**config.mk**
```make
export PLATFORM = sky130hd
export DESIGN_NAME = mdio_phy_sequencer
export DESIGN_NICKNAME = d
export VERILOG_FILES = /design/src/rtl/mdio_seq_pkg.sv /design/src/rtl/phy_id_matcher.sv /design/src/rtl/phy_cmd_rom.sv /design/src/rtl/phy_status_decoder.sv /design/src/rtl/mdio_phy_sequencer.sv
export SDC_FILE = /design/constraint.sdc
export NUM_CORES = 1
export LEC_CHECK = 0
export ABC_CLOCK_PERIOD_IN_PS = 4780
export BUFFER_PORTS_ARGS = -buffer_cell sky130_fd_sc_hd__buf_2
export CAP_MARGIN = 20
export CORE_MARGIN = 10
export CORE_UTILIZATION = 51
export DETAILED_ROUTE_END_ITERATION = 16
export PLACE_DENSITY = 0.74
export SLEW_MARGIN = 20
export SYNTH_ARGS = -nofsm -noshare
export SYNTH_HDL_FRONTEND = slang
export SYNTH_SLANG_ARGS = --single-unit
```
**constraint.sdc**
```tcl
create_clock -name clk -period 4.78 [get_ports clk]
set_clock_uncertainty 0.05 [all_clocks]
set_input_delay 0.956 -clock clk [delete_from_list [all_inputs] [get_ports clk]]
set_output_delay 0.956 -clock clk [all_outputs]
set_load 0.01 [all_outputs]
```
**src/rtl/mdio_seq_pkg.sv**
```systemverilog
package mdio_seq_pkg;

    localparam int ADDR_W    = 5;
    localparam int DATA_W    = 16;
    localparam int NUM_TYPES = 3;
    localparam int TYPE_W    = $clog2(NUM_TYPES);
    localparam int STEP_W    = 3;

    localparam logic [ADDR_W-1:0] REG_CTRL  = 5'd0;
    localparam logic [ADDR_W-1:0] REG_STAT  = 5'd1;
    localparam logic [ADDR_W-1:0] REG_ID_HI = 5'd2;
    localparam logic [ADDR_W-1:0] REG_ID_LO = 5'd3;
    localparam logic [ADDR_W-1:0] REG_VTUNE = 5'd16;
    localparam logic [ADDR_W-1:0] REG_VSTAT = 5'd17;

    localparam int STAT_LINK_BIT = 2;
    localparam int VSPD_HI       = 15;
    localparam int VSPD_LO       = 14;

    localparam logic [1:0] SPD_NONE = 2'b00;
    localparam logic [1:0] SPD_10   = 2'b01;
    localparam logic [1:0] SPD_100  = 2'b10;

    typedef enum logic [2:0] {
        CK_WRITE,
        CK_READ_DROP,
        CK_READ_LINK,
        CK_READ_VSTAT,
        CK_END
    } cmd_kind_e;

    typedef enum logic {
        PH_CONFIG,
        PH_STARTUP
    } list_phase_e;

    typedef struct packed {
        cmd_kind_e         kind;
        logic [ADDR_W-1:0] reg_addr;
        logic [DATA_W-1:0] data;
    } phy_cmd_t;

    function automatic logic [31:0] type_id(input int idx);
        case (idx)
            0:       return 32'h004A_5B3C;
            1:       return 32'h0000_C0FF;
            default: return 32'h0000_0000;
        endcase
    endfunction

    function automatic int type_shift(input int idx);
        case (idx)
            0:       return 4;
            1:       return 6;
            default: return 32;
        endcase
    endfunction

endpackage

```
**src/rtl/phy_id_matcher.sv**
```systemverilog
module phy_id_matcher
    import mdio_seq_pkg::*;
#(
    parameter bit GENERIC_EN = 1'b1
) (
    input  logic [31:0]       phy_id,
    output logic              hit,
    output logic [TYPE_W-1:0] type_idx
);
    logic [NUM_TYPES-1:0] match;

    for (genvar i = 0; i < NUM_TYPES; i++) begin : g_entry
        if (i == NUM_TYPES - 1 && !GENERIC_EN) begin : g_off
            assign match[i] = 1'b0;
        end else begin : g_on
            logic [63:0] shifted;
            assign shifted  = {32'h0, phy_id} >> type_shift(i);
            assign match[i] = (shifted == {32'h0, type_id(i)});
        end
    end

    always_comb begin
        hit      = |match;
        type_idx = '0;
        for (int i = NUM_TYPES - 1; i >= 0; i--) begin
            if (match[i]) type_idx = TYPE_W'(i);
        end
    end
endmodule

```
**src/rtl/phy_cmd_rom.sv**
```systemverilog
module phy_cmd_rom
    import mdio_seq_pkg::*;
(
    input  logic [TYPE_W-1:0] type_idx,
    input  list_phase_e       phase,
    input  logic [STEP_W-1:0] step,
    output phy_cmd_t          cmd
);
    function automatic phy_cmd_t mk(input cmd_kind_e k, input logic [ADDR_W-1:0] a,
                                    input logic [DATA_W-1:0] d);
        phy_cmd_t c;
        c.kind     = k;
        c.reg_addr = a;
        c.data     = d;
        return c;
    endfunction

    always_comb begin
        cmd = mk(CK_END, '0, '0);
        if (phase == PH_CONFIG) begin
            case (type_idx)
                TYPE_W'(0): case (step)
                    3'd0:    cmd = mk(CK_WRITE, REG_CTRL,  16'h8000);
                    3'd1:    cmd = mk(CK_WRITE, REG_VTUNE, 16'h0060);
                    3'd2:    cmd = mk(CK_WRITE, REG_CTRL,  16'h1200);
                    default: cmd = mk(CK_END, '0, '0);
                endcase
                TYPE_W'(1): case (step)
                    3'd0:    cmd = mk(CK_WRITE, REG_CTRL,  16'h1200);
                    default: cmd = mk(CK_END, '0, '0);
                endcase
                default: case (step)
                    3'd0:    cmd = mk(CK_WRITE, REG_CTRL,  16'h8000);
                    3'd1:    cmd = mk(CK_WRITE, REG_CTRL,  16'h1200);
                    default: cmd = mk(CK_END, '0, '0);
                endcase
            endcase
        end else begin
            case (step)
                3'd0:    cmd = mk(CK_READ_DROP, REG_STAT, '0);
                3'd1:    cmd = mk(CK_READ_LINK, REG_STAT, '0);
                3'd2:    cmd = (type_idx == TYPE_W'(NUM_TYPES - 1))
                               ? mk(CK_READ_LINK, REG_STAT, '0)
                               : mk(CK_READ_VSTAT, REG_VSTAT, '0);
                default: cmd = mk(CK_END, '0, '0);
            endcase
        end
    end
endmodule

```
**src/rtl/phy_status_decoder.sv**
```systemverilog
module phy_status_decoder
    import mdio_seq_pkg::*;
(
    input  logic       clk,
    input  logic       rst_n,
    input  logic       clear,
    input  logic       ld_link,
    input  logic       link_bit,
    input  logic       ld_vstat,
    input  logic [1:0] vspd,
    output logic       link_up,
    output logic [1:0] speed,
    output logic       full_duplex
);
    always_ff @(posedge clk) begin
        if (!rst_n || clear) begin
            link_up     <= 1'b0;
            speed       <= SPD_NONE;
            full_duplex <= 1'b0;
        end else if (ld_link) begin
            link_up <= link_bit;
            if (!link_bit) begin
                speed       <= SPD_NONE;
                full_duplex <= 1'b0;
            end
        end else if (ld_vstat) begin
            if (!link_up) begin
                speed       <= SPD_NONE;
                full_duplex <= 1'b0;
            end else begin
                speed       <= vspd[1] ? SPD_100 : SPD_10;
                full_duplex <= vspd[0];
            end
        end
    end

    // a down link never reports a speed or full duplex
    p_linkdown_quiet_r9: assert property (@(posedge clk) disable iff (!rst_n)
        !link_up |-> (speed == SPD_NONE && !full_duplex));

    // start clears the decoded status
    p_clear_status_r11: assert property (@(posedge clk) disable iff (!rst_n)
        clear |=> (!link_up && speed == SPD_NONE && !full_duplex));
endmodule

```
**src/rtl/mdio_phy_sequencer.sv**
```systemverilog
module mdio_phy_sequencer
    import mdio_seq_pkg::*;
#(
    parameter bit GENERIC_EN = 1'b1
) (
    input  logic              clk,
    input  logic              rst_n,
    input  logic              start,
    output logic              mgmt_cfg_reset,
    output logic              mgmt_cfg_init,
    input  logic              mgmt_busy,
    output logic              mdio_req,
    output logic              mdio_rw,
    output logic [ADDR_W-1:0] mdio_reg_addr,
    output logic [DATA_W-1:0] mdio_wdata,
    input  logic              mdio_ack,
    input  logic [DATA_W-1:0] mdio_rdata,
    output logic              done,
    output logic              unsupported,
    output logic              link_up,
    output logic [1:0]        speed,
    output logic              full_duplex
);
    typedef enum logic [3:0] {
        ST_IDLE, ST_ID_HI, ST_ID_LO, ST_MATCH, ST_PORT_RST,
        ST_PORT_INIT, ST_WAIT_BUSY, ST_FETCH, ST_XFER, ST_DONE
    } state_e;

    state_e            state, state_nx;
    logic [DATA_W-1:0] id_hi, id_lo;
    logic [TYPE_W-1:0] type_q, type_hit;
    logic              hit;
    list_phase_e       phase;
    logic [STEP_W-1:0] step;
    phy_cmd_t          cmd;
    logic              clear, ld_link, ld_vstat;

    phy_id_matcher #(.GENERIC_EN(GENERIC_EN)) u_match (
        .phy_id   ({id_hi, id_lo}),
        .hit      (hit),
        .type_idx (type_hit)
    );

    phy_cmd_rom u_rom (
        .type_idx (type_q),
        .phase    (phase),
        .step     (step),
        .cmd      (cmd)
    );

    // state register
    always_ff @(posedge clk) begin
        if (!rst_n) state <= ST_IDLE;
        else        state <= state_nx;
    end

    // next state
    always_comb begin
        state_nx = state;
        unique case (state)
            ST_IDLE:      if (start) state_nx = ST_ID_HI;
            ST_ID_HI:     if (mdio_ack) state_nx = ST_ID_LO;
            ST_ID_LO:     if (mdio_ack) state_nx = ST_MATCH;
            ST_MATCH:     state_nx = hit ? ST_PORT_RST : ST_IDLE;
            ST_PORT_RST:  state_nx = ST_PORT_INIT;
            ST_PORT_INIT: state_nx = ST_WAIT_BUSY;
            ST_WAIT_BUSY: if (!mgmt_busy) state_nx = ST_FETCH;
            ST_FETCH:
                if (cmd.kind == CK_END)
                    state_nx = (phase == PH_CONFIG) ? ST_PORT_RST : ST_DONE;
                else
                    state_nx = ST_XFER;
            ST_XFER:      if (mdio_ack) state_nx = ST_FETCH;
            ST_DONE:      state_nx = ST_IDLE;
        endcase
    end

    // sequencing registers
    always_ff @(posedge clk) begin
        if (!rst_n) begin
            id_hi       <= '0;
            id_lo       <= '0;
            type_q      <= '0;
            phase       <= PH_CONFIG;
            step        <= '0;
            unsupported <= 1'b0;
        end else begin
            unique case (state)
                ST_IDLE: if (start) begin
                    unsupported <= 1'b0;
                    phase       <= PH_CONFIG;
                    step        <= '0;
                end
                ST_ID_HI: if (mdio_ack) id_hi <= mdio_rdata;
                ST_ID_LO: if (mdio_ack) id_lo <= mdio_rdata;
                ST_MATCH: begin
                    type_q <= type_hit;
                    if (!hit) unsupported <= 1'b1;
                end
                ST_FETCH: if (cmd.kind == CK_END && phase == PH_CONFIG) begin
                    phase <= PH_STARTUP;
                    step  <= '0;
                end
                ST_XFER: if (mdio_ack) step <= step + 1'b1;
                default: ;
            endcase
        end
    end

    // outputs
    always_comb begin
        mdio_req       = 1'b0;
        mdio_rw        = 1'b1;
        mdio_reg_addr  = '0;
        mdio_wdata     = '0;
        mgmt_cfg_reset = 1'b0;
        mgmt_cfg_init  = 1'b0;
        done           = 1'b0;
        unique case (state)
            ST_ID_HI: begin
                mdio_req      = 1'b1;
                mdio_reg_addr = REG_ID_HI;
            end
            ST_ID_LO: begin
                mdio_req      = 1'b1;
                mdio_reg_addr = REG_ID_LO;
            end
            ST_XFER: begin
                mdio_req      = 1'b1;
                mdio_rw       = (cmd.kind != CK_WRITE);
                mdio_reg_addr = cmd.reg_addr;
                mdio_wdata    = (cmd.kind == CK_WRITE) ? cmd.data : '0;
            end
            ST_PORT_RST:  mgmt_cfg_reset = 1'b1;
            ST_PORT_INIT: mgmt_cfg_init  = 1'b1;
            ST_DONE:      done           = 1'b1;
            default: ;
        endcase
    end

    assign clear    = (state == ST_IDLE) && start;
    assign ld_link  = (state == ST_XFER) && mdio_ack && (cmd.kind == CK_READ_LINK);
    assign ld_vstat = (state == ST_XFER) && mdio_ack && (cmd.kind == CK_READ_VSTAT);

    phy_status_decoder u_dec (
        .clk         (clk),
        .rst_n       (rst_n),
        .clear       (clear),
        .ld_link     (ld_link),
        .link_bit    (mdio_rdata[STAT_LINK_BIT]),
        .ld_vstat    (ld_vstat),
        .vspd        (mdio_rdata[VSPD_HI:VSPD_LO]),
        .link_up     (link_up),
        .speed       (speed),
        .full_duplex (full_duplex)
    );

    // request and its fields hold until acknowledged
    p_req_hold_r5: assert property (@(posedge clk) disable iff (!rst_n)
        (mdio_req && !mdio_ack) |=> (mdio_req && $stable(mdio_reg_addr)
                                     && $stable(mdio_rw) && $stable(mdio_wdata)));

    // init pulse follows the reset pulse directly
    p_init_follows_reset_r4: assert property (@(posedge clk) disable iff (!rst_n)
        mgmt_cfg_reset |=> (mgmt_cfg_init && !mgmt_cfg_reset));

    // nothing is requested while the master reports busy in the wait
    p_no_req_busy_r4: assert property (@(posedge clk) disable iff (!rst_n)
        (mgmt_busy && $past(mgmt_cfg_init)) |-> !mdio_req);

    // an unsupported PHY gets no config pulses and no traffic
    p_unsup_quiet_r3: assert property (@(posedge clk) disable iff (!rst_n)
        unsupported |-> (!mdio_req && !mgmt_cfg_reset && !done));

    // done is a single-cycle pulse
    p_done_pulse_r11: assert property (@(posedge clk) disable iff (!rst_n)
        done |=> !done);
endmodule

```
; ---- After elaboration in Yosys (flattened, before gate mapping)
; Index checks and enable logic that the tools add are counted.
[op_classes]
n_addsub = 1
n_mul = 0
div_mod_pow = 0
order_cmp = 0
n_eq_ne = 25
shifts = 0
muxes = 41
bitwise_logic = 1
reduce_logical = 22
[op_table]
columns = op, n
row1 = $pmux W24 S3, 2
row2 = $pmux W24 S2, 2
row3 = $mux W24, 2
row4 = $pmux W4 S10, 1
row5 = $mux W16, 2
row6 = $eq A28 B23 Y1 const B, 1
row7 = $mux W4, 7
row8 = $eq A26 B16 Y1 const B, 1
row9 = $mux W22, 1
row10 = $eq A4 B3 Y1 const B, 4
row11 = $pmux W5 S3, 1
row12 = $mux W2, 7
row13 = $ne A2 B2 Y1 const B, 7
row14 = $mux W1, 11
row15 = $eq A3 B2 Y1 const B, 3
row16 = $mux W3, 3
row17 = $pmux W3 S3, 1
row18 = $eq A4 B2 Y1 const B, 2
row19 = $eq A4 B4 Y1 const B, 2
row20 = $logic_not A3 Y1, 2
row21 = $reduce_and A2 Y1, 3
row22 = $reduce_bool A3 Y1, 2
row23 = $logic_and A1 B1 Y1, 5
row24 = $reduce_and A5 Y1, 1
row25 = 16 further kinds, 17
[totals]
reg_bits = 46
latchBits = 0
ramBits = 0
romBits = 0
out_inout_bits = 31
wordCells = 99
memories = 0

; ---- Logic depth before layout (Yosys ltp)
; Gate-level depths: netlist (run 1).
[logic_depth]
depth_word = 8
mapped_depth = 7

; ---- By module
; Synthesis (run 1) repeated with hierarchy kept, for this count alone.
[hier_totals]
hier_cells = 334
area_unflattened_um2 = 2551.2
[by_module_without_submodules]
columns = module, instances, cells_each, area_per_inst_um2, seq_area_each_um2
row1 = mdio_phy_sequencer, 1, 264, 2009.4, 860.8
row2 = phy_cmd_rom, 1, 38, 267.8, 0.0
row3 = phy_status_decoder, 1, 16, 160.2, 80.1
row4 = phy_id_matcher, 1, 16, 113.9, 0.0

; ---- Worst setup path after synthesis (run 1)
; OpenSTA, ideal clock, no wires.
[synth_path]
kind = flip-flop to output port
start = reg state[2]
end = out mdio_wdata[6]
arrival_time_ns = 2.143
required_time_ns = 3.774
setup_slack_ns = 1.631
path_stages_with_launch = 7
path_cell_list = dfxtp_1 or4b_1 buf_4 nor3_1 o21ai_1 nor4b_1 buf_4
[synth_via]
elab_chain_cells = 2
[synth_lines]
columns = item, line
row1 = start: declaration, mdio_phy_sequencer.sv:29  ; state_e state, state_nx;
row2 = start signal: assignment, mdio_phy_sequencer.sv:54  ; else state <= state_nx;
row3 = $eq A4 B4 Y1, mdio_phy_sequencer.sv:119  ; unique case (state)
row4 = $mux W16, mdio_phy_sequencer.sv:119
row5 = end: declaration, mdio_phy_sequencer.sv:15  ; output logic [DATA_W-1:0] mdio_wdata,
; No other way between the ends.

; ---- Worst setup path in the final report (run 1)
; Same ends and word-level chain as after synthesis.

==> summary.md, run 1 <==
| Metric | Value |
|---|---|
| Outcome | `completed` |
| Die area | `7458 um2` |
| Crit-path slowest cell | `or4b_1` |
| Worst-Skew Late Latency | `0.30 ns` |
| Ports | `52` |
| Die Width | `86.36 um` |
| Pin count of the biggest net entering global routing | `34` |
| GP Congestion | `0.8279` |
| Hold violation total from the final report | `0` |
| Fin util | `57.09%` |
| Nets | `338` |
| Diode count | `0` |
| Seq pwr share | `50.7%` |
| Reg2reg end | `id_lo[15]` |
| Max VDD drop | `0.2476 mV` |
| Kind of critical path | `flip-flop to primary output` |
| Number of synthesized flops with an enable pin | `0` |
| GRT Total Usage | `13.07%` |
| Worst EP arrival | `2.47 ns` |
| Final Instance Area | `2469 um2` |
| Switch share | `25.49%` |
| Reg2Reg Launch Point | `state[1]` |
| Setup TNS | `0 ns` |
| Synth cell types | `43` |
| Clk slew on worst S/H paths | `0.08 ns` |
| DP Wirelength | `3.720 mm` |
| Critical Path Max Stage Delay | `0.77 ns` |
| FF-to-FF setup slack | `2.32 ns` |
| Hold Path Stages | `2` |
| Mapped Cells | `288` |
| Core ar. | `4324 um2` |
| Startpoint Class | `flip-flop` |
| Register bit total from synthesis | `42` |
| Maxcap violations | `0` |
| Die height | `86.36 um` |
| Final setup violation count | `0` |
| IO Port Bufs | `37` |
| P per Cell Area | `300.0 nW/um2` |
| Global-route wire length before repair | `8.197 mm` |
| Fill count | `424` |
| Ys async rst share | `0%` |
| Part of the cycle the worst path needs | `72.69%` |
| Cell Chain, Critical Path | `or4b_1 > nor3_1 > o21ai_1 > nor4b_1 > buf_2` |
| Hold path startpoint | `id_hi[13]` |
| Average routed wire per standard cell | `13.83 um` |
| Initial DRC Count | `153` |
| Longest Clk Path Bufs | `2` |
| WP data required | `3.77 ns` |
| Most frequent cells in the layout | `42 x nand2_1, 42 x dfxtp_1, 37 x buf_2, 35 x nor2_1, 31 x a21oi_1` |
| CTS tree | `built` |
| Cts bufs inserted | `5` |
| CTS Root Cell | `clkbuf_8` |
| TritonRoute pass-1 iters | `4` |
| Area of the multi-input gates | `1230 um2` |
| Sequential cell area | `840.8 um2` |
| Seq/Total Area, Yosys | `37.44%` |
| Hold Slack | `0.4027 ns` |
| Initial antenna violation count | `0` |
| Worst Hold Path EP | `id_hi[13]` |
| DRC viols | `0` |
| P_leak | `1.073 nW` |
| Grt ovf | `0` |
| ANT nets after route | `0` |
| Mean Syn Cell Area | `7.798 um2` |
| Vias per std cell | `5.344` |
| Final min period | `3.475 ns` |
| Internal | `0.5519 mW` |
| Clock share of power | `37.6%` |
| Least-Margin Pin Slew | `0.9662 ns` |
| Routed WL | `5.061 mm` |
| Min-Delay Path Class | `flip-flop to flip-flop` |
| Final Max Tran Viols | `0` |
| Critical Path End Type | `primary output` |
| Combinational share of power | `11.7%` |
| Vias in the first global route | `1816` |
| Synthesis-to-layout area growth | `9.917%` |
| Clk sinks | `42` |
| Sw power | `0.1888 mW` |
| Post-Syn Area | `2246 um2` |
| Htree depth | `2` |
| Post-CTS sizing | `0` |
| CTS hold repair buffers | `0` |
| Setup bufs post-CTS | `0` |
| Reg2Reg Depth | `5` |
| Crit-path max FO | `17` |
| Fraction of layout cells with a size suffix above 1 | `15.61%` |
| Max-slew headroom | `35.52%` |
| Starting density of the core | `51.94%` |
| Placed Area | `2359 um2` |
| Unrepaired setup endpoints after global routing | `false` |
| Synth Flop Type | `dfxtp_1` |
| Top achievable clock speed | `287.8 MHz` |
| Synth Warn # | `0` |
| Placement Rows | `24` |
| Routed vias | `1956` |
[stage by stage]
stage | power (mW) | setup slack, ns | std cells
global route | 0.7707 | 1.081 | 366
finish | 0.7406 | 1.305 | 366
global placement | 0.4688 | 1.698 | 358
floorplan | 0.4515 | 1.631 | 301
CTS | 0.7452 | 1.278 | 366
detailed placement | 0.4697 | 1.620 | 358
[area by class of cell]
class	count	share of cell area, %
tap	52	2.636
timing repair buffer	37	7.501
sequential	42	34.06
multi-input combinational	217	49.82
clock buffer	6	2.940
inverter	10	1.521
clock inverter	2	1.521
[worst max path at each step]
stage / from / end / slack, ns / depth (start not counted)
after global routing: state[2] / mdio_wdata[5] / 1.08 / 5
final: state[2] / mdio_wdata[6] / 1.31 / 5
after detailed placement: state[2] / mdio_wdata[6] / 1.62 / 5
after CTS: state[2] / mdio_wdata[6] / 1.28 / 5
after global placement: state[2] / mdio_wdata[5] / 1.70 / 5
after floorplan: state[2] / mdio_wdata[6] / 1.63 / 6
[power by group through the flow]
stage	registers, mW	logic [mW]	clock network, mW
after detailed placement	0.383	0.0864	0
after global routing	0.378	0.0980	0.295
after CTS	0.375	0.0866	0.283
final	0.375	0.0868	0.278
after global placement	0.383	0.0860	0
after floorplan	0.375	0.0765	0
[logic make-up (layout without fill, tap and decap cells)]
kind of cell / after synthesis / after routing / share of synthesized area [%]
adders and majority gates: 4 / 4 / 2.229
AOI/OAI and AO/OA: 62 / 62 / 16.94
muxes: 13 / 13 / 5.794
DFF: 42 / 42 / 37.44
and+or+nand+nor: 124 / 124 / 27.47
buffers and inverters: 42 / 55 / 9.972
other: 1 / 14 / 0.1670
[per-layer routing]
layer / global-route usage (%) / vias to the layer above / wire length (um)
li1: - / 1019 / -
met1: 15.58 / 888 / 2350
met2: 21.14 / 40 / 2316
met3: 4.034 / 9 / 303
met4: 5.596 / 0 / 91
met5: 0 / - / 0
[cell usage after synthesis, drive strengths merged, types with 2 or more instances]
master	count	area (um2)
inv	10	37.54
nand2b	4	25.02
nor3	9	45.04
dfxtp	42	840.8
a22o	3	26.28
a211oi	2	15.01
or4	2	15.01
o221a	2	22.52
a21oi	31	155.2
clkbuf	12	45.04
o211ai	2	15.01
ha	4	50.05
a31oi	2	12.51
and3	2	12.51
nor2	36	151.4
o21a	4	30.03
nor4b	5	43.79
or4b	4	40.04
nand2	42	157.7
o21ai	9	45.04
nand4	3	18.77
buf	20	141.4
nor2b	6	37.54
mux2i	13	130.1
nand3	6	30.03
[registers in the layout (all words and copies together), names as in the netlist]
name               cells
step                   3
state                  4
phase                  1
type_q                 2
u_dec.speed            2
u_dec.full_duplex      1
u_dec.link_up          1
id_lo                 12
id_hi                 16
[worst max-delay path: cells and delay by family (launching register included)]
| family | cells | cell delay [ns] |
|---|---|---|
| flops | 1 | 0.45 |
| compound gates | 1 | 0.13 |
| buf+inv | 1 | 0.20 |
| simple gates | 3 | 1.37 |
No activity file was read; power rests on OpenSTA's default activity.
==> run 2: changes to the inputs <==
- ABC_AREA: unset -> 1
- ABC_CLOCK_PERIOD_IN_PS: 4780 -> 3600
- clock period: 4.78 -> 3.6 ns (I/O delays scaled with it)
==> summary.md, run 2 <==
| Metric | Value |
|---|---|
| Outcome | `completed` |
| Most common cell in the netlist | `nand2_1` |
| Kind of critical path | `flip-flop to primary output` |
| Average routed wire per standard cell | `13.18 um` |
| Crit-path max FO | `4` |
| Crit-path slowest cell | `dfxtp_1` |
| TritonRoute pass-1 iters | `5` |
| CTS Root Cell | `clkbuf_8` |
| Diode count | `0` |
| Hold path startpoint | `id_lo[12]` |
| Synthesis-to-layout area growth | `9.508%` |
| Min-Delay Path Class | `flip-flop to flip-flop` |
| Most common cell on crit path | `nand2_1` |
| Least-Margin Pin Slew | `0.7484 ns` |
| Nets | `394` |
| Critical Path End Type | `primary output` |
| Final setup violation count | `0` |
| Starting density of the core | `52.59%` |
| CTS hold repair buffers | `0` |
| Core ar. | `4354 um2` |
| Synth Flop Type | `dfxtp_1` |
| Clk sinks | `42` |
| IO Port Bufs | `37` |
| Ports | `52` |
| Reg2reg end | `id_hi[11]` |
| Post-CTS sizing | `0` |
| Hold violation total from the final report | `0` |
| Total power | `1.357 mW` |
| Htree depth | `2` |
| Pin count of the biggest net entering global routing | `25` |
| Reg2Reg Launch Point | `state[0]` |
| List of most frequent post-synthesis cells | `69 x nand2_1, 42 x dfxtp_1, 40 x a21oi_1, 37 x nand3_1, 34 x inv_1` |
| Synth cell types | `34` |
| Routed vias | `2216` |
| Worst Hold Path EP | `id_lo[12]` |
| Die Width | `87.01 um` |
| Reg2Reg Depth | `7` |
| Worst-Skew Late Latency | `0.30 ns` |
| Max VDD drop | `0.2587 mV` |
| Final Max Tran Viols | `0` |
| Worst EP arrival | `1.78 ns` |
| Part of the cycle the worst path needs | `70.77%` |
| Max-slew headroom | `50.05%` |
| Vias per std cell | `5.251` |
| DP Wirelength | `4.245 mm` |
| Startpoint Class | `flip-flop` |
| Ys async rst share | `0%` |
| Cell Chain, Critical Path | `inv_1 > ha_1 > nand2_1 > inv_1 > o21ai_0 > nand2_1 > nand2_1 > nand2_1 > buf_2` |
| Maxcap violations | `0` |
| WP data required | `2.83 ns` |
| Number of synthesized flops with an enable pin | `0` |
| ANT nets after route | `0` |
| Vias in the first global route | `2078` |
| Biggest regs | `id_hi: 16 flops, id_lo: 12 flops, state: 4 flops` |
| Post-Syn Area | `2290 um2` |
| Placement Rows | `24` |
| Setup TNS | `0 ns` |
| Cts bufs inserted | `5` |
| Final Instance Area | `2507 um2` |
| FF-to-FF setup slack | `1.86 ns` |
| GP Congestion | `0.9167` |
| Placed Area | `2421 um2` |
| Mean Syn Cell Area | `6.815 um2` |
| Largest register FFs | `16` |
| Longest Clk Path Bufs | `2` |
| Grt ovf | `0` |
| Mapped Cells | `336` |
| Synth top area cells | `dfxtp_1 37%, nand2_1 11%, a21oi_1 8.7%` |
| Initial antenna violation count | `0` |
| Seq/Total Area, Yosys | `36.72%` |
| Clk slew on worst S/H paths | `0.08 ns` |
| Top reg by flops | `id_hi` |
| Top achievable clock speed | `392.5 MHz` |
| Commonest non-fill, non-tap cell in the layout | `nand2_1` |
| Top cell type by total area after synthesis | `dfxtp_1` |
| P_leak | `1.121 nW` |
| Initial DRC Count | `168` |
| Unrepaired setup endpoints after global routing | `false` |
| Top cell type's share of synthesized area | `36.72%` |
| CTS tree | `built` |
| Most frequent cells in the layout | `69 x nand2_1, 42 x dfxtp_1, 40 x a21oi_1, 37 x nand3_1, 37 x buf_2` |
| Hold Path Stages | `2` |
| Fraction of layout cells with a size suffix above 1 | `17.03%` |
| Final min period | `2.548 ns` |
| DRC viols | `0` |
| Setup bufs post-CTS | `0` |
| Die area | `7570 um2` |
| P per Cell Area | `541.1 nW/um2` |
| GRT Total Usage | `14.93%` |
| Hold Slack | `0.4029 ns` |
| Routed WL | `5.560 mm` |
| Synth Warn # | `0` |
| Die height | `87.01 um` |
| Critical Path Max Stage Delay | `0.38 ns` |
| Fill count | `423` |
| Global-route wire length before repair | `9.328 mm` |
| Register bit total from synthesis | `42` |
[run 2: area by class of cell]
type / instances / area (um2) / area share, %
Clock buffer: 6 / 72.57 / 2.894
Inverter: 39 / 148.9 / 5.938
Tap cell: 52 / 65.06 / 2.595
Multi-Input combinational cell: 244 / 1181 / 47.11
Clock inverter: 2 / 13.76 / 0.5489
Timing Repair Buffer: 37 / 185.2 / 7.385
Sequential cell: 42 / 840.8 / 33.53
[run 2: kinds of logic after synthesis]
group / synth area share [%]
other: 0.1638
DFF: 36.72
AOI/OAI and AO/OA: 14.75
buffers and inverters: 13.82
and+or+nand+nor: 31.97
xor gates and xnor gates: 0.3826
adders and majority gates: 2.186
[run 2: metal layers]
layer	track usage (%)	up-vias	wire length, um
met5	0	-	0
met4	5.302	0	87
met3	4.963	10	466
met2	23.65	62	2492
met1	18.34	1012	2513
li1	-	1132	-
[run 2: worst max path at each step]
stage	cells after the start	endpoint	startpoint	slack, ns
after floorplan	9	mdio_wdata[6]	step[0]	1.42
after global placement	9	mdio_reg_addr[0]	step[0]	1.44
after detailed placement	9	mdio_reg_addr[0]	step[0]	1.40
after CTS	9	mdio_reg_addr[0]	step[0]	1.06
after global routing	9	mdio_reg_addr[0]	step[0]	0.88
final	9	mdio_reg_addr[0]	step[0]	1.05
[run 2: power by group]
group / internal, mW / switching, mW / leakage [nW] / total (mW)
Sequential: 0.532 / 0.0559 / 0.341 / 0.588
Clock: 0.137 / 0.163 / 0.0452 / 0.300
Combinational: 0.155 / 0.314 / 0.735 / 0.469
[run 2: per-stage QoR]
stage	utilization (%)	setup WS (ns)	cells
after floorplan	-	1.415	349
after global placement	55.60	1.445	414
after CTS	57.59	1.061	422
after global routing	57.59	0.8758	422
final	57.59	1.052	422
after detailed placement	55.60	1.397	414
[run 2: critical path: cells and delay by family (launching register included)]
family,cells,cell delay [ns]
flip-flops,1,0.38
AND/OR/NAND/NOR,4,0.37
buffers and inverters,3,0.30
AO/OA/AOI/OAI,1,0.24
adder cells (fa/ha/maj),1,0.19
==> run 3: changes to the inputs <==
- ABC_AREA: 1 -> 0
- ABC_CLOCK_PERIOD_IN_PS: 3600 -> 2540
- clock period: 3.6 -> 2.54 ns (I/O delays scaled with it)
==> summary.md, run 3 (synthesis gave the netlist of run 1 again) <==
| Metric | Value |
|---|---|
| Outcome | `completed` |
| GRT Total Usage | `13.75%` |
| Crit-path max FO | `3` |
| Final min period | `2.453 ns` |
| Top achievable clock speed | `407.7 MHz` |
| Least-Margin Pin Slew | `0.6246 ns` |
| Sw power | `0.3411 mW` |
| P per Cell Area | `509.5 nW/um2` |
| IO Port Bufs | `37` |
| Global-route wire length before repair | `8.652 mm` |
| Starting density of the core | `51.94%` |
| Die Width | `86.36 um` |
| GP Congestion | `0.8398` |
| Setup bufs post-CTS | `0` |
| DP Wirelength | `3.836 mm` |
| Diode count | `0` |
| WP data required | `1.98 ns` |
| Synthesis-to-layout area growth | `11.59%` |
| Grt ovf | `0` |
| Part of the cycle the worst path needs | `96.56%` |
| Fin util | `57.96%` |
| Clk slew on worst S/H paths | `0.07 ns` |
| Placement Rows | `24` |
| Post-route insts no fill | `372` |
| Critical Path Max Stage Delay | `0.55 ns` |
| Final Max Tran Viols | `0` |
| Startpoint Class | `flip-flop` |
| Max-slew headroom | `58.24%` |
| CTS tree | `built` |
| Fraction of layout cells with a size suffix above 1 | `18.75%` |
| Kind of critical path | `flip-flop to primary output` |
| Htree depth | `2` |
| Biggest regs | `id_hi: 16 flops, id_lo: 12 flops, state: 4 flops` |
| Total power | `1.277 mW` |
| Vias in the first global route | `1921` |
| Cell family with most CP delay | `simple AND/OR/NAND/NOR gates` |
| Placed insts | `365` |
| TritonRoute pass-1 iters | `4` |
| Average routed wire per standard cell | `13.85 um` |
| Nets | `345` |
| Die area | `7458 um2` |
| CTS hold repair buffers | `0` |
| Final setup violation count | `0` |
| CTS Root Cell | `clkbuf_8` |
| Maxcap violations | `0` |
| Routed vias | `2013` |
| DRC viols | `0` |
| Cts bufs inserted | `5` |
| Min-Delay Path Class | `primary input to flip-flop` |
| Max VDD drop | `0.4266 mV` |
| Area of the multi-input gates | `1246 um2` |
| Internal | `0.9359 mW` |
| Worst EP arrival | `1.89 ns` |
| Worst path bufs/invs | `1` |
| P_leak | `1.103 nW` |
| Combinational share of power | `14.5%` |
| Critical Path End Type | `primary output` |
| Switch share | `26.71%` |
| Seq pwr share | `54.3%` |
| Hold violation total from the final report | `0` |
| Routed WL | `5.153 mm` |
| Die height | `86.36 um` |
| Crit-path slowest cell | `or4b_1` |
| Core ar. | `4324 um2` |
| Sequential cell area | `840.8 um2` |
| Cell Chain, Critical Path | `or4b_1 > nor3_2 > o21ai_1 > nor4b_2 > buf_2` |
| Longest Clk Path Bufs | `2` |
| Clock share of power | `31.2%` |
| Ports | `52` |
| Unrepaired setup endpoints after global routing | `true` |
| Pin count of the biggest net entering global routing | `33` |
| ANT nets after route | `0` |
| Largest register FFs | `16` |
| Post-route worst setup slack | `0.08727 ns` |
| Most frequent cells in the layout | `42 x nand2_1, 42 x dfxtp_1, 37 x buf_2, 35 x nor2_1, 31 x a21oi_1` |
| Worst-Skew Late Latency | `0.29 ns` |
| Vias per std cell | `5.411` |
| Fill count | `421` |
| Hold Slack | `0.3967 ns` |
| Clk sinks | `42` |
| Top reg by flops | `id_hi` |
| Pre-CTS WS | `0.3477 ns` |
| Initial DRC Count | `180` |
| Initial antenna violation count | `0` |
[run 3: repair_timing]
item	4_1_cts	5_1_grt
hold endpoints to repair	0	0
gates resized for setup	0	3
setup endpoints to repair	0	4
[run 3: area by class of cell]
class                           instances  share of cell area [%]
Sequential cell                        42                   33.55
Clock inverter                          2                  0.3994
Inverter                               10                   1.498
Tap cell                               52                   2.596
Multi-Input combinational cell        217                   49.73
Timing Repair Buffer                   44                   9.486
Clock buffer                            5                   2.746
[run 3: layer usage]
metal / share of wire (%) / global-route usage, %
met1: 45 / 17.24
met2: 47 / 21.21
met3: 6.5 / 4.878
met4: 1.1 / 4.860
met5: 0 / 0
[run 3: final timing paths]
| path | start | cells after the start | slack (ns) | to |
|---|---|---|---|---|
| max | state[2] | 5 | 0.09 | mdio_wdata[6] |
| min | mdio_rdata[1] | 3 | 0.40 | id_hi[1] |
| max reg2reg | step[0] | 7 | 0.51 | step[1] |
| min reg2reg | id_hi[11] | 2 | 0.41 | id_hi[11] |
[run 3: power by group through the flow]
stage / clock, mW / combinational, mW / sequential, mW
2_1_floorplan: 0 / 0.144 / 0.706
3_3_place_gp: 0 / 0.183 / 0.707
3_5_place_dp: 0 / 0.184 / 0.708
4_1_cts: 0.408 / 0.184 / 0.693
5_1_grt: 0.436 / 0.210 / 0.695
6_report: 0.399 / 0.185 / 0.693
[run 3: worst reg2reg max path: stages, from the launching register on]
cell and delay [ns]:
dfxtp_1 0.38, inv_1 0.10, ha_2 0.22, nor2b_2 0.16, o211ai_1 0.24, a21oi_1 0.17, or4_1 0.49, a21oi_1 0.15
[run 3: through the flow]
step | TNS [ns] | cell area (um2)
4_1_cts | 0 | 2496
3_5_place_dp | 0 | 2417
3_3_place_gp | 0 | 2417
5_1_grt | -0.004829 | 2506
6_report | 0 | 2506
2_1_floorplan | 0 | 2301
